$ cat config.mk
export PLATFORM = sky130hd
export DESIGN_NAME = uart_irq_unit
export DESIGN_NICKNAME = d
export VERILOG_FILES = /design/src/rtl/uart_irq_pkg.sv /design/src/rtl/uart_irq_txlvl.sv /design/src/rtl/uart_irq_core.sv /design/src/rtl/uart_irq_unit.sv
export SDC_FILE = /design/constraint.sdc
export NUM_CORES = 1
export LEC_CHECK = 0
export CORE_UTILIZATION = 36
export DETAILED_ROUTE_END_ITERATION = 10
export PLACE_DENSITY = 0.75
export REMOVE_ABC_BUFFERS = 1
export SETUP_SLACK_MARGIN = 0.5
export SLEW_MARGIN = 20
export SYNTH_ARGS = -nofsm -noshare
export SYNTH_HDL_FRONTEND = slang
export SYNTH_SLANG_ARGS = --single-unit
export TNS_END_PERCENT = 50
$ cat constraint.sdc
create_clock -name clk -period 1.15 [get_ports clk]
set_clock_uncertainty 0.05 [all_clocks]
set_input_delay 0.2875 -clock clk [delete_from_list [all_inputs] [get_ports clk]]
set_output_delay 0.2875 -clock clk [all_outputs]
set_load 0.02 [all_outputs]
$ cat src/rtl/uart_irq_pkg.sv
package uart_irq_pkg;
    localparam int NSRC   = 4;
    localparam int SRC_RX = 0;
    localparam int SRC_ER = 1;
    localparam int SRC_TX = 2;
    localparam int SRC_MD = 3;

    typedef enum logic [1:0] {
        SEL_SRC  = 2'd0,
        SEL_PEND = 2'd1,
        SEL_MASK = 2'd2,
        SEL_RSVD = 2'd3
    } reg_sel_e;

    typedef struct packed {
        logic [NSRC-1:0] src;
        logic [NSRC-1:0] mask;
        logic [NSRC-1:0] pend;
        logic            irq;
    } irq_state_t;

    // per-channel multiplier of the transmit threshold field
    function automatic int chan_scale(input int ch);
        case (ch)
            0:       return 32;
            1, 4:    return 8;
            2, 3:    return 2;
            default: return 0;
        endcase
    endfunction
endpackage

$ cat src/rtl/uart_irq_txlvl.sv
module uart_irq_txlvl #(
    parameter int CHANNEL = 0,
    parameter int CNT_W   = 8,
    parameter int TRIG_W  = 3
) (
    input  logic              fifo_en,
    input  logic [TRIG_W-1:0] trig_sel,
    input  logic [CNT_W-1:0]  fill,
    output logic              tx_req
);
    import uart_irq_pkg::*;

    localparam int SCALE = chan_scale(CHANNEL);
    localparam int LVL_W = TRIG_W + 6;
    localparam int CMP_W = (CNT_W > LVL_W) ? CNT_W : LVL_W;

    logic [CMP_W-1:0] level;
    logic [CMP_W-1:0] fill_ext;

    always_comb begin
        level    = CMP_W'(trig_sel) * CMP_W'(SCALE);
        fill_ext = CMP_W'(fill);
        tx_req   = fifo_en && (fill_ext <= level);
    end
endmodule

$ cat src/rtl/uart_irq_core.sv
module uart_irq_core
    import uart_irq_pkg::*;
(
    input  logic            clk,
    input  logic            rst_n,
    input  logic [NSRC-1:0] ev_vec,
    input  logic            tx_req,
    input  logic            wr_en,
    input  logic [1:0]      addr,
    input  logic [NSRC-1:0] wdata,
    output logic [NSRC-1:0] src_q,
    output logic [NSRC-1:0] mask_q,
    output logic [NSRC-1:0] pend_q,
    output logic            irq_q
);
    irq_state_t st_d, st_q;
    reg_sel_e   sel;
    logic [NSRC-1:0] clr_vec;
    logic [NSRC-1:0] set_vec;

    assign sel = reg_sel_e'(addr);

    always_comb begin
        st_d    = st_q;
        clr_vec = '0;
        if (wr_en && (sel == SEL_SRC || sel == SEL_PEND)) begin
            clr_vec = wdata;
        end
        set_vec         = ev_vec;
        set_vec[SRC_TX] = set_vec[SRC_TX] | tx_req;
        // setting is applied after clearing: an event beats a clear
        st_d.src = (st_q.src & ~clr_vec) | set_vec;
        if (wr_en && sel == SEL_MASK) begin
            st_d.mask = wdata;
        end
        st_d.pend = st_d.src & ~st_d.mask;
        st_d.irq  = |st_d.pend;
    end

    always_ff @(posedge clk or negedge rst_n) begin
        if (!rst_n) begin
            st_q <= '0;
        end else begin
            st_q <= st_d;
        end
    end

    assign src_q  = st_q.src;
    assign mask_q = st_q.mask;
    assign pend_q = st_q.pend;
    assign irq_q  = st_q.irq;
endmodule

$ cat src/rtl/uart_irq_unit.sv
module uart_irq_unit
    import uart_irq_pkg::*;
#(
    parameter int CHANNEL = 0,
    parameter int CNT_W   = 8,
    parameter int TRIG_W  = 3
) (
    input  logic              clk,
    input  logic              rst_n,
    input  logic              fifo_en,
    input  logic [TRIG_W-1:0] tx_trig_sel,
    input  logic [CNT_W-1:0]  tx_fill,
    input  logic              ev_rx,
    input  logic              ev_err,
    input  logic              ev_tx,
    input  logic              ev_modem,
    input  logic              reg_wr,
    input  logic [1:0]        reg_addr,
    input  logic [NSRC-1:0]   reg_wdata,
    output logic [NSRC-1:0]   reg_rdata,
    output logic              irq
);
    logic [NSRC-1:0] ev_vec;
    logic [NSRC-1:0] src_vec;
    logic [NSRC-1:0] mask_vec;
    logic [NSRC-1:0] pend_vec;
    logic            tx_req;

    always_comb begin
        ev_vec         = '0;
        ev_vec[SRC_RX] = ev_rx;
        ev_vec[SRC_ER] = ev_err;
        ev_vec[SRC_TX] = ev_tx;
        ev_vec[SRC_MD] = ev_modem;
    end

    uart_irq_txlvl #(
        .CHANNEL (CHANNEL),
        .CNT_W   (CNT_W),
        .TRIG_W  (TRIG_W)
    ) u_txlvl (
        .fifo_en  (fifo_en),
        .trig_sel (tx_trig_sel),
        .fill     (tx_fill),
        .tx_req   (tx_req)
    );

    uart_irq_core u_core (
        .clk    (clk),
        .rst_n  (rst_n),
        .ev_vec (ev_vec),
        .tx_req (tx_req),
        .wr_en  (reg_wr),
        .addr   (reg_addr),
        .wdata  (reg_wdata),
        .src_q  (src_vec),
        .mask_q (mask_vec),
        .pend_q (pend_vec),
        .irq_q  (irq)
    );

    always_comb begin
        case (reg_sel_e'(reg_addr))
            SEL_SRC:  reg_rdata = src_vec;
            SEL_PEND: reg_rdata = pend_vec;
            SEL_MASK: reg_rdata = mask_vec;
            default:  reg_rdata = '0;
        endcase
    end
endmodule

==> flow_summary.ini <==
[sta]
setup_violations = 10
fin_ws_ns = -0.496
period_share = 1.43
slew_headroom = 0.805
max_freq_ghz = 0.608
min_period_ns = 1.65
hold_violations = 0
rsz0062_at_grt = true
worst_pin_slew_ns = 0.293
slew_violations = 0
holdWs_ns = 0.239

[place]
gp_routability_congestion = 0.762
post-place-ws_ns = -1.21
dp_cells = 136
dp_hpwl_mm = 1.37
portBuffers = 29

[run_status]
violations = setup timing
status = complete, but fails checks

[critical_path]
cp-end-kind = flop
cp-startpoint = tx_fill[6]
start_kind = input pin
cp_max_fo = 2
critPathKind = input pin to flop
reg2reg_to = u_core.irq_q$_DFF_PN0_
crit_path_end = u_core.irq_q$_DFF_PN0_
r2r_slack_ns = -0.28
worstPathArrival_ns = 1.76
r2r-start = u_core.src_q[2]$_DFF_PN0_
r2r_cells = 3
crit_required_ns = 1.27

[logic_synthesis]
synth_top_family_by_area = compound AO/OA/AOI/OAI gates
synth.ff_latch_count = 13
synth_compound_area_frac = 0.170
yosys.area.top_type_share = 0.464
synth_top_area_cell = dfrtp_1
ys_warn_count = 0
synth.area.top_cells = dfrtp_1, mux2_2, mux2i_1
netlist_area_um2 = 701
synthesis.instances = 65
synth_fa_ha_area_frac = 0.0536
syn_avg_cell_area_um2 = 10.8
ys_seq_area_frac = 0.464
synth-xor-area-share = 0
synth_cell_types = 23
muxShareOfSynthArea = 0.121
synthSimpleGateAreaFrac = 0.154

[floorplan]
initial_core_util = 0.393
fp.dieW_um = 46.1
core-area_um2 = 1780
rows = 15
die_area_um2 = 2130
io_pins = 30
dieHeight_um = 46.1

[clock_tree]
clk_pin_slew_ns = 0.08
cts-buffers-inserted = 3
clockBufferDepth = 2
cts.sinks = 13
cts_root_buf = clkbuf_4
htreeDepth = 1
insertion_delay_ns = 0.29
cts_tree = done

[drt]
wl_per_cell_um = 18.1
vias = 762
drtPass1Iterations = 4
totalWireLength_mm = 2.66
drc = 0
ant_nets = 0
drt-initial-drc-count = 8
viasPerCell = 5.18

[job]
max_cap_viol_count = 0

[global_route]
grt_pass1_wl_mm = 3.57
overflow = 0
grt_pass1_vias = 756
grt_max_degree = 14
antenna_found_initial = 0
met1_usage = 0.298
grt_util_met2 = 0.431
top_usage_layer = met2
grt_usage = 0.255
grtUsageMet3 = 0.0784

[power]
power.density_nw_per_um2 = 991
ir_worst_vdd_mv = 0.815
leakage_nw = 0.658

[cells_and_area]
layout_commonest_cell = buf_6
drive_above_1_share = 0.525
mostFrequentLayoutCells = buf_6, buf_4, dfrtp_1
stdcell_count = 147
area_growth_pct = 102
final_nets = 151
fin_util = 0.792
n_antenna_cell = 0

[worst_hold_path]
hold_path_class = input pin to async pin
[stage by stage]
step	power [mW]	setup TNS [ns]	instance area (um2)
floorplan	0.710	-1.70	689
global placement	0.944	-12.49	1150
detailed placement	0.954	-13.02	1150
CTS	1.33	-2.03	1350
global route	1.46	-2.89	1410
finish	1.40	-2.58	1410
[flip-flops by register name (all words and copies together), names as in the netlist]
register,cells
u_core.mask_q,4
u_core.pend_q,4
u_core.src_q,4
u_core.irq_q,1
[area by class of cell]
| cell class | count | area (um2) |
|---|---|---|
| clock buffer | 4 | 26.3 |
| inverter | 4 | 20.0 |
| timing repair buffer | 54 | 508 |
| sequential | 13 | 325 |
| multi-input combinational | 47 | 502 |
| fill | 114 | 370 |
| tap | 25 | 31.3 |
[critical path: stages]
cell      delay, ns
buf_6          0.10
ha_4           0.23
nor4bb_4       0.17
a22o_1         0.22
a221o_1        0.38
a2111o_1       0.37
[cells in the mapped netlist (all sizes together)]
master  instances
dfrtp          13
nand2           8
o21ai           7
inv             4
mux2            4
mux2i           4
a21o            3
a221oi          3
ha              3
nor2            3
nand3b          2
nor2b           2
a2111o          1
a21oi           1
a221o           1
a22o            1
and2            1
buf             1
nand2b          1
nor4b           1
nor4bb          1
[power breakdown]
part	total (mW)	internal (mW)	switching, mW
registers	0.550	0.520	0.0292
clock network	0.293	0.135	0.158
logic	0.557	0.327	0.230
total	1.40	0.982	0.418
[metal layers]
metal | routed length (um) | vias to the layer above
li1 | - | 356
met1 | 1110 | 373
met2 | 1350 | 23
met3 | 117 | 10
met4 | 80 | 0
met5 | 0 | -
[worst min path at each step]
| stage | start | slack [ns] | depth (start not counted) | to |
|---|---|---|---|---|
| after global routing | rst_n | 0.26 | 2 | u_core.mask_q[2]$_DFF_PN0_ |
| final | rst_n | 0.24 | 2 | u_core.mask_q[2]$_DFF_PN0_ |
| after CTS | rst_n | 0.25 | 2 | u_core.mask_q[1]$_DFF_PN0_ |
| after detailed placement | u_core.mask_q[2]$_DFF_PN0_ | 0.46 | 1 | u_core.mask_q[2]$_DFF_PN0_ |
| after global placement | u_core.mask_q[2]$_DFF_PN0_ | 0.47 | 1 | u_core.mask_q[2]$_DFF_PN0_ |
| after floorplan | rst_n | -0.06 | 0 | u_core.irq_q$_DFF_PN0_ |
[what timing repair did]
action | CTS | global route
pin swaps | 10 | 8
buffers inserted | 4 | 3
setup endpoints to repair | 18 | 18
resized for setup | 113 | 8
hold buffers | 0 | 0
[logic make-up (layout without fill, tap and decap cells)]
kind of cell               count (synthesis)  count (layout)
adders and majority gates                  3               3
muxes                                      8               8
buffers and inverters                      5              62
AOI/OAI and AO/OA                         17              17
DFF                                       13              13
and+or+nand+nor                           19              19
Note: power is estimated with default switching activity, not from simulation.
